### config.mk
export PLATFORM = sky130hd
export DESIGN_NAME = standby_ctl
export DESIGN_NICKNAME = d
export VERILOG_FILES = /design/src/rtl/standby_pkg.sv /design/src/rtl/stdby_unlock.sv /design/src/rtl/stdby_wake_arb.sv /design/src/rtl/stdby_stab_timer.sv /design/src/rtl/standby_ctl.sv
export SDC_FILE = /design/constraint.sdc
export NUM_CORES = 1
export LEC_CHECK = 0
export BUFFER_PORTS_ARGS = -buffer_cell sky130_fd_sc_hd__buf_2
export CAP_MARGIN = 15
export CELL_PAD_IN_SITES_DETAIL_PLACEMENT = 0
export CELL_PAD_IN_SITES_GLOBAL_PLACEMENT = 1
export CORE_UTILIZATION = 40
export CTS_CLUSTER_SIZE = 16
export DETAILED_ROUTE_END_ITERATION = 8
export GPL_TIMING_DRIVEN = 0
export PLACE_DENSITY = 0.71
export SETUP_SLACK_MARGIN = 0.5
export SLEW_MARGIN = 20
export SYNTH_ARGS = -nofsm -noshare
export SYNTH_HDL_FRONTEND = slang
export SYNTH_SLANG_ARGS = --single-unit
### constraint.sdc
create_clock -name clk -period 4.7 [get_ports clk]
set_input_delay 0.47 -clock clk [delete_from_list [all_inputs] [get_ports clk]]
set_output_delay 0.47 -clock clk [all_outputs]
set_load 0.02 [all_outputs]
### src/rtl/standby_pkg.sv
package standby_pkg;
  typedef enum logic [2:0] {
    ST_RUN, ST_HALT_PEND, ST_HALT, ST_STOP_PEND, ST_STOP, ST_STAB
  } sby_state_e;

  localparam logic [1:0] WK_NONE    = 2'b00;
  localparam logic [1:0] WK_SERVICE = 2'b01;
  localparam logic [1:0] WK_RESUME  = 2'b10;
  localparam logic [1:0] WK_RESET   = 2'b11;

  localparam int CTL_STP = 0;
  localparam int CTL_HLT = 1;
  localparam int CTL_FLT = 2;
  localparam int CTL_OSC = 3;
  localparam int CTL_OST = 4;
endpackage

### src/rtl/stdby_unlock.sv
module stdby_unlock (
  input  logic       clk,
  input  logic       rst_n,
  input  logic       wr_code,
  input  logic [3:0] code_nib,
  input  logic       consume,
  output logic       armed
);
  logic seen5_q, seen5_n, armed_q, armed_n;

  always_comb begin
    seen5_n = seen5_q;
    armed_n = armed_q;
    if (wr_code) begin
      if (code_nib == 4'h5) begin
        seen5_n = 1'b1;
        armed_n = 1'b0;
      end else if (code_nib == 4'hA && seen5_q) begin
        seen5_n = 1'b0;
        armed_n = 1'b1;
      end else begin
        seen5_n = 1'b0;
        armed_n = 1'b0;
      end
    end
    if (consume) armed_n = 1'b0;
  end

  always_ff @(posedge clk or negedge rst_n) begin
    if (!rst_n) begin
      seen5_q <= 1'b0;
      armed_q <= 1'b0;
    end else begin
      seen5_q <= seen5_n;
      armed_q <= armed_n;
    end
  end

  assign armed = armed_q;
endmodule

### src/rtl/stdby_wake_arb.sv
module stdby_wake_arb #(
  parameter int N_IRQ = 4
) (
  input  logic [N_IRQ-1:0] irq_req,
  input  logic [N_IRQ-1:0] irq_en,
  input  logic             nmi,
  input  logic             mie,
  input  logic             ext_rst_req,
  input  logic             wdt_ovf,
  output logic             hit,
  output logic [1:0]       kind
);
  import standby_pkg::*;

  logic [N_IRQ-1:0] pair_hit;

  for (genvar g = 0; g < N_IRQ; g++) begin : g_pair
    assign pair_hit[g] = irq_req[g] & irq_en[g];
  end

  logic rst_src, mask_src;
  assign rst_src  = ext_rst_req | wdt_ovf;
  assign mask_src = |pair_hit;

  always_comb begin
    hit  = 1'b1;
    kind = WK_NONE;
    if (rst_src)       kind = WK_RESET;
    else if (nmi)      kind = WK_SERVICE;
    else if (mask_src) kind = mie ? WK_SERVICE : WK_RESUME;
    else               hit  = 1'b0;
  end
endmodule

### src/rtl/stdby_stab_timer.sv
module stdby_stab_timer #(
  parameter int BASE_LOG2 = 10,
  parameter int STEP_LOG2 = 2,
  parameter int SEL_W     = 2
) (
  input  logic             clk,
  input  logic             rst_n,
  input  logic             start,
  input  logic [SEL_W-1:0] sel,
  output logic             done
);
  localparam int CNT_W = BASE_LOG2 + STEP_LOG2 * ((1 << SEL_W) - 1) + 1;

  logic [CNT_W-1:0] cnt_q, cnt_n, term;
  logic             run_q, run_n;

  assign term = {{(CNT_W-1){1'b0}}, 1'b1} << (BASE_LOG2 + STEP_LOG2 * int'(sel));
  assign done = run_q && (cnt_q == term - 1'b1);

  always_comb begin
    cnt_n = cnt_q;
    run_n = run_q;
    if (start) begin
      cnt_n = '0;
      run_n = 1'b1;
    end else if (run_q) begin
      if (done) run_n = 1'b0;
      else      cnt_n = cnt_q + 1'b1;
    end
  end

  always_ff @(posedge clk or negedge rst_n) begin
    if (!rst_n) begin
      cnt_q <= '0;
      run_q <= 1'b0;
    end else begin
      cnt_q <= cnt_n;
      run_q <= run_n;
    end
  end
endmodule

### src/rtl/standby_ctl.sv
module standby_ctl #(
  parameter int N_IRQ     = 4,
  parameter int BASE_LOG2 = 10,
  parameter int STEP_LOG2 = 2
) (
  input  logic             clk,
  input  logic             rst_n,
  input  logic             wr_ctl,
  input  logic             wr_code,
  input  logic [7:0]       wr_data,
  input  logic             insn_bnd,
  input  logic [N_IRQ-1:0] irq_req,
  input  logic [N_IRQ-1:0] irq_en,
  input  logic             nmi,
  input  logic             mie,
  input  logic             ext_rst_req,
  input  logic             wdt_ovf,
  output logic             cpu_clk_en,
  output logic             per_clk_en,
  output logic             osc_en,
  output logic             port_hiz,
  output logic             wake_vld,
  output logic [1:0]       wake_kind
);
  import standby_pkg::*;

  sby_state_e state_q, state_n;
  logic       flt_q, flt_n, osc_off_q, osc_off_n;
  logic [1:0] ost_q, ost_n, kind_q, kind_n;
  logic       wv_q, wv_n;
  logic [1:0] wk_q, wk_n;
  logic       armed, stp_ok, wake_hit, tmr_start, tmr_done;
  logic [1:0] wake_code;
  logic       unused_hi;

  assign unused_hi = ^wr_data[7:6];
  assign stp_ok = (state_q == ST_RUN) && wr_ctl && wr_data[CTL_STP] && armed;

  stdby_unlock u_unlock (
    .clk      (clk),
    .rst_n    (rst_n),
    .wr_code  (wr_code),
    .code_nib (wr_data[3:0]),
    .consume  (stp_ok),
    .armed    (armed)
  );

  stdby_wake_arb #(.N_IRQ(N_IRQ)) u_arb (
    .irq_req     (irq_req),
    .irq_en      (irq_en),
    .nmi         (nmi),
    .mie         (mie),
    .ext_rst_req (ext_rst_req),
    .wdt_ovf     (wdt_ovf),
    .hit         (wake_hit),
    .kind        (wake_code)
  );

  stdby_stab_timer #(.BASE_LOG2(BASE_LOG2), .STEP_LOG2(STEP_LOG2), .SEL_W(2)) u_tmr (
    .clk   (clk),
    .rst_n (rst_n),
    .start (tmr_start),
    .sel   (ost_q),
    .done  (tmr_done)
  );

  always_comb begin
    state_n   = state_q;
    flt_n     = flt_q;
    osc_off_n = osc_off_q;
    ost_n     = ost_q;
    kind_n    = kind_q;
    wv_n      = 1'b0;
    wk_n      = wk_q;
    tmr_start = 1'b0;
    case (state_q)
      ST_RUN: begin
        if (stp_ok) begin
          state_n   = ST_STOP_PEND;
          flt_n     = wr_data[CTL_FLT];
          osc_off_n = wr_data[CTL_OSC];
          ost_n     = wr_data[CTL_OST +: 2];
        end else if (wr_ctl && wr_data[CTL_HLT]) begin
          state_n = ST_HALT_PEND;
        end
      end
      ST_HALT_PEND: if (insn_bnd) state_n = ST_HALT;
      ST_STOP_PEND: if (insn_bnd) state_n = ST_STOP;
      ST_HALT: begin
        if (wake_hit) begin
          state_n = ST_RUN;
          wv_n    = 1'b1;
          wk_n    = wake_code;
        end
      end
      ST_STOP: begin
        if (wake_hit) begin
          if (osc_off_q) begin
            state_n   = ST_STAB;
            kind_n    = wake_code;
            tmr_start = 1'b1;
          end else begin
            state_n = ST_RUN;
            wv_n    = 1'b1;
            wk_n    = wake_code;
          end
        end
      end
      ST_STAB: begin
        if (tmr_done) begin
          state_n = ST_RUN;
          wv_n    = 1'b1;
          wk_n    = kind_q;
        end
      end
      default: state_n = ST_RUN;
    endcase
  end

  always_ff @(posedge clk or negedge rst_n) begin
    if (!rst_n) begin
      state_q   <= ST_RUN;
      flt_q     <= 1'b0;
      osc_off_q <= 1'b0;
      ost_q     <= 2'b00;
      kind_q    <= WK_NONE;
      wv_q      <= 1'b0;
      wk_q      <= WK_NONE;
    end else begin
      state_q   <= state_n;
      flt_q     <= flt_n;
      osc_off_q <= osc_off_n;
      ost_q     <= ost_n;
      kind_q    <= kind_n;
      wv_q      <= wv_n;
      wk_q      <= wk_n;
    end
  end

  assign cpu_clk_en = (state_q == ST_RUN) || (state_q == ST_HALT_PEND) ||
                      (state_q == ST_STOP_PEND);
  assign per_clk_en = !((state_q == ST_STOP) || (state_q == ST_STAB));
  assign osc_en     = !((state_q == ST_STOP) && osc_off_q);
  assign port_hiz   = flt_q && ((state_q == ST_STOP) || (state_q == ST_STAB));
  assign wake_vld   = wv_q;
  assign wake_kind  = wk_q;
endmodule

==> results of run 1 <==
[how the worst min path moves through the flow]
stage               slack [ps]                          to               from  depth (start not counted)
floorplan                  170           flt_q$_DFFE_PN0P_              rst_n                          0
global placement           480           flt_q$_DFFE_PN0P_  flt_q$_DFFE_PN0P_                          1
detailed placement         490           flt_q$_DFFE_PN0P_  flt_q$_DFFE_PN0P_                          1
CTS                        270  u_tmr.cnt_q[7]$_DFFE_PN0P_              rst_n                          1
global route               300  u_tmr.cnt_q[7]$_DFFE_PN0P_              rst_n                          1
finish                     240  u_tmr.cnt_q[7]$_DFFE_PN0P_              rst_n                          1
[layer usage]
layer / wire (microns) / vias up
li1: - / 888
met1: 2220 / 862
met2: 2190 / 44
met3: 182 / 7
met4: 65 / 0
met5: 0 / -
[per-stage QoR]
step / instance area (sq um) / utilization, %
detailed placement: 2200 / 46.6
finish: 2290 / 48.5
global route: 2290 / 48.5
global placement: 2200 / 46.6
CTS: 2290 / 48.5
floorplan: 1970 / -
[cell usage in the layout, fill, tap and decap left out, types with 3 or more instances in the layout]
cell / n
a211oi_1: 4
dfrtp_1: 32
o311ai_0: 3
or3_1: 6
or2_2: 4
nand2b_1: 3
nand4_1: 7
or4_1: 8
nor2_1: 10
and2_1: 3
buf_2: 31
a21oi_1: 14
mux2_2: 5
a31oi_1: 3
o21ai_0: 12
o31ai_1: 7
nand2_1: 21
inv_1: 9
nand3_1: 14
clkbuf_1: 8
ha_1: 4
mux2i_1: 3
nor3_1: 6
clkbuf_8: 6
[logic make-up after synthesis]
family	after synthesis
multiplexers	10
flip-flops	32
AO/OA/AOI/OAI	56
XOR/XNOR	2
adder cells (fa/ha/maj)	4
buffers and inverters	17
AND/OR/NAND/NOR	95
[sequential cells by signal, indices dropped and copies added (netlist names)]
register          count
u_tmr.cnt_q          17
state_q               3
kind_q                2
ost_q                 2
wake_kind             2
flt_q                 1
osc_off_q             1
u_tmr.run_q           1
u_unlock.armed        1
u_unlock.seen5_q      1
wake_vld              1
[worst max-delay path: stages (launching register included)]
cell and delay (ps):
dfrtp_1 470, nand2_1 140, inv_1 90, ha_1 150
or3b_1 350, a222oi_1 550, o211a_1 390, buf_2 270
a21o_1 170, o311ai_0 130
[power by group]
part	total (mW)	internal, mW	switching, mW
combinational	0.323	0.138	0.185
sequential	0.386	0.329	0.0573
clock	0.219	0.119	0.0997
total	0.928	0.587	0.342
[layout make-up]
class                   instances  area (sq um)
fillers                       457          2430
clock buffers                   8          90.1
inverters                       9          33.8
repair buffers                 29           145
multi-input cells             167          1100
flip-flops and latches         32           801
plain buffers                   8          32.5
well taps                      67          83.8
==> flow_summary.yaml, run 1 <==
outcome:
  status: "complete, no violations"
clocking:
  h-tree-depth: 2
  cts_hold_buf: 0
  cts_root_buffer: "clkbuf_8"
  clock_sinks: 32
  cts_made_buffers: 5
  insertion_delay_ps: 280
  cts_resized: 0
  cts_tree: "done"
  cts_setup_buffers: 0
  cts.path.max_buffers: 2
  cts.clk_slew.worst_paths_ps: 70
global_routing:
  met1_usage_pct: 26.3
  grt_most_used_layer: "met2"
  grt_overflow_total: 0
  grtUsageTotal_pct: 20.2
  antenna_found_initial: 0
  grt_max_degree: 33
  gr-usage-met3_pct: 4.58
  grt_pass1_wl_microns: 8050
  use_met2_pct: 32.9
  grt_pass1_vias: 1695
hold_path:
  holdCritPathClass: "primary input to async pin"
routing:
  drt-total-wl_microns: 4660
  drcViolationCount: 0
  dr.pass1.iters: 4
  routed_via_density: 5.63
  drtIter0Drc: 88
  vias: 1801
  drt-wirelength-per-cell_microns: 14.6
  ant_nets: 0
place:
  place_congestion: 0.786
  dp_hpwl_microns: 3440
  numPortBuffers: 29
  dp_cells: 312
  dpl_worst_slack_ps: 1820
timing:
  finalCritPeriodShare_pct: 60.9
  fin_ws_ps: 1840
  fin_hold_ws_ps: 243
  period_needed_ps: 2860
  tightest_slew_ps: 876
  maxSlewViolCount: 0
  fin_setup_tns_ps: 0
  setup_viol: 0
  rsz0062_at_grt: "false"
  maxSlewHeadroom_pct: 41.1
  fmax_mhz: 349
  fin_skew_ps: 6.23
  hold_viol: 0
setup_path:
  crit_path_start_kind: "flop"
  path_max_fanout: 10
  r2r_slack_ps: 1840
  end_kind: "flop"
  cp-startpoint: "ost_q[1]$_DFFE_PN0P_"
  critPathCapture: "state_q[2]$_DFFE_PN0P_"
  arrival_ps: 3000
  rr_startpoint: "ost_q[1]$_DFFE_PN0P_"
  r2r_end: "state_q[2]$_DFFE_PN0P_"
  path_class: "flop to flop"
  r2r_cells: 9
  worstPathRequired_ps: 4840
synth:
  synth_adder_area_share_pct: 2.54
  ys.flop_type: "dfrtp_1"
  yosysMostFrequentCell: "dfrtp_1"
  synth_area_leaders: "dfrtp_1 (41%), nand2_1 (4.0%), a21oi_1 (3.6%)"
  synth-edff-count: 0
  synthMuxAreaShare_pct: 5.90
  synth_top_family_by_area: "simple AND/OR/NAND/NOR gates"
  synthSimpleGateAreaFrac_pct: 26.9
  syn_area_sq_um: 1970
  synth_fp_nets: 245
  synth_top_cell_by_area: "dfrtp_1"
  seq_area_frac_synth_pct: 40.6
  synth_top_cell_area_share_pct: 40.6
  yosys_warnings: 0
  netlist_instances: 216
  ys_top_cells_by_count: "dfrtp_1 (32), nand2_1 (21), a21oi_1 (14), nand3_1 (14), o21ai_0 (12)"
  synth_compound_area_share_pct: 19.8
  async_flop_share_pct: 100
  avgSynthCellArea_sq_um: 9.12
  synthDistinctLibCells: 45
  ys_ff_latch: 32
  synth_xor_area_share_pct: 0.889
layout:
  fin_nets: 281
  diodes: 0
  final_cells: 320
  drive_gt1_share_pct: 20.9
  syn2layout_area_growth_pct: 16.2
die:
  coreArea_sq_um: 4720
  die_w_microns: 72.2
  start_util_pct: 41.7
  num_rows: 25
  die_area_sq_um: 5210
  io_pins: 32
  die_y_microns: 72.2
power_and_ir_drop:
  p_per_area_nw_per_um2: 405
  irDropWorstVdd_mv: 0.162
  finalPower_uw: 928
  total_leakage_power_nw: 0.981
run:
  max-cap-violations: 0
(Power assumes the default switching activity.)
==> inputs of run 2 (changes only) <==
ABC_AREA = 1   (was not set)
PLACE_DENSITY = 0.74   (was 0.71)
clock period = 2.9 ns   (was 4.7 ns; I/O delays follow)
==> flow_summary.yaml, run 2 <==
setup_path:
  crit_path_top_delay_cell: "dfrtp_1"
  end_kind: "flop"
  cpMostUsedCell: "nand2_1"
  path_max_fanout: 10
  arrival_ps: 2280
  path_class: "flop to flop"
  worstPathRequired_ps: 3060
  crit_chain: "nand2_1 > inv_1 > ha_1 > nand2_1 > nand2_1 > nand3b_1 > nor2_1 > nand2_2 > nand2_4 > nand2_4 > buf_6 > nand2_1 > nand2_1"
  cpPeakStageDelay_ps: 400
  crit_path_start_kind: "flop"
synth:
  synth_top_cell_area_share_pct: 37.8
  synthMuxAreaShare_pct: 0
  synth-edff-count: 0
  synthSimpleGateAreaFrac_pct: 42.6
  synth_compound_area_share_pct: 4.96
  avgSynthCellArea_sq_um: 7.00
  ys.flop_type: "dfrtp_1"
  synth_area_leaders: "dfrtp_1 (38%), nand2_1 (17%), nand3_1 (9.0%)"
  synth_top_family_by_area: "simple AND/OR/NAND/NOR gates"
  seq_area_frac_synth_pct: 37.8
  netlist_instances: 303
  yosys_warnings: 0
  async_flop_share_pct: 100
  synth_top_cell_by_area: "dfrtp_1"
  synth_fp_nets: 332
  ys_top_cells_by_count: "nand2_1 (96), nor2_1 (43), nand3_1 (38)"
  ys_ff_latch: 32
  syn_area_sq_um: 2120
  synth_xor_area_share_pct: 5.79
  synth_adder_area_share_pct: 2.36
  synthDistinctLibCells: 26
  yosysMostFrequentCell: "nand2_1"
power_and_ir_drop:
  clkPwrFrac_pct: 15.8
  finalPower_mw: 2.23
  seqPwrFrac_pct: 38.4
  p_switching_uw: 995
  p_per_area_nw_per_um2: 913
  combPwrFrac_pct: 45.8
  p_sw_share_pct: 44.6
  irDropWorstVdd_mv: 0.413
  internal-power_mw: 1.24
  total_leakage_power_nw: 1.23
timing:
  finalCritPeriodShare_pct: 72.9
  fin_skew_ps: 4.99
  maxSlewViolCount: 0
  period_needed_ps: 2110
  setup_viol: 0
  hold_viol: 0
  fin_setup_tns_ps: 0
  tightest_slew_ps: 775
  maxSlewHeadroom_pct: 48.3
  fmax_mhz: 473
  rsz0062_at_grt: "false"
layout:
  layout_common_cells: "nand2_1 (96), nor2_1 (43), nand3_1 (38)"
  regMostFlops: "u_tmr.cnt_q"
  diodes: 0
  multi_input_area_sq_um: 1180
  reg_top3: "u_tmr.cnt_q (17), state_q (3)"
  final_util_pct: 47.8
  drive_gt1_share_pct: 15.3
  fillers: 567
  final_common_cell: "nand2_1"
  final-seq-area_sq_um: 801
  fin_nets: 368
  syn2layout_area_growth_pct: 15.2
  design_area_sq_um: 2440
  largest_reg_flops: 17
  final_cells: 410
clocking:
  cts.clk_slew.worst_paths_ps: 70
  cts_setup_buffers: 0
  cts_hold_buf: 0
  cts_made_buffers: 5
  cts_root_buffer: "clkbuf_8"
  cts_resized: 0
  h-tree-depth: 2
  cts_tree: "done"
  cts.path.max_buffers: 2
  clock_sinks: 32
  insertion_delay_ps: 280
routing:
  vias: 2035
  ant_nets: 0
  drtIter0Drc: 97
  drcViolationCount: 0
  drt-total-wl_microns: 5170
  routed_via_density: 4.96
  dr.pass1.iters: 4
  drt-wirelength-per-cell_microns: 12.6
global_routing:
  grt_pass1_vias: 1825
  antenna_found_initial: 0
  grtUsageTotal_pct: 19.7
  grt_pass1_wl_microns: 8210
  met1_usage_pct: 24.8
  grt_max_degree: 33
  grt_overflow_total: 0
  gr-usage-met3_pct: 4.28
  grt_most_used_layer: "met2"
  use_met2_pct: 33.3
run:
  max-cap-violations: 0
die:
  die_w_microns: 74.8
  die_area_sq_um: 5590
  start_util_pct: 41.5
  io_pins: 32
  die_y_microns: 74.8
  num_rows: 26
  coreArea_sq_um: 5110
place:
  numPortBuffers: 29
  dp_cells: 402
  place_area_sq_um: 2350
  place_congestion: 0.827
  dp_hpwl_microns: 3880
hold_path:
  holdCritPathClass: "primary input to async pin"
outcome:
  status: "complete, no violations"
-- run 2: cell type report --
type                    count  area share (%)
flip-flops and latches     32            32.8
multi-input cells         241            48.3
repair buffers             29            5.94
well taps                  70            3.59
plain buffers               8            2.31
inverters                  22            3.38
clock buffers               8            3.69
-- run 2: cell families (layout without fill, tap and decap cells) --
family,Yosys count,in the layout
xor gates and xnor gates,14,14
buffers and inverters,30,67
and+or+nand+nor,204,204
DFF,32,32
AOI/OAI and AO/OA,19,19
adders and majority gates,4,4
-- run 2: power groups by stage --
stage	Sequential, mW	Combinational (mW)	Clock (mW)
final	0.856	1.02	0.354
after global routing	0.883	1.18	0.393
after CTS	0.855	1.03	0.370
after detailed placement	0.862	1.03	0
after global placement	0.863	1.02	0
after floorplan	0.835	0.781	0
-- run 2: critical path: cells and delay by family, from the launching register on --
| kind | cells | cell delay [ps] |
|---|---|---|
| fa+ha+maj | 1 | 290 |
| buf+inv | 2 | 240 |
| flops | 1 | 400 |
| simple gates | 10 | 1080 |
-- run 2: per-stage QoR --
stage	hold WS (ps)	worst slack, ps
finish	84.7	787
global route	134	643
CTS	106	768
detailed placement	415	793
global placement	407	812
floorplan	-5.59	1050
-- run 2: final timing paths --
path	from	to	slack, ps	cells past startpoint
min	rst_n	u_tmr.cnt_q[0]$_DFFE_PN0P_	80	1
max in group asynchronous	rst_n	ost_q[1]$_DFFE_PN0P_	2320	1
max	ost_q[1]$_DFFE_PN0P_	u_tmr.cnt_q[14]$_DFFE_PN0P_	790	13
max reg2reg	ost_q[1]$_DFFE_PN0P_	u_tmr.cnt_q[14]$_DFFE_PN0P_	790	13
min reg2reg	kind_q[1]$_DFFE_PN0P_	kind_q[1]$_DFFE_PN0P_	500	2
min in group clk	wr_data[4]	ost_q[0]$_DFFE_PN0P_	220	3
-- run 2: per-layer routing --
metal | part of all wire, % | vias up
met3 | 4.1 | 9
met4 | 2.2 | 0
met1 | 47 | 929
li1 | - | 1050
met2 | 47 | 47
met5 | 0 | -
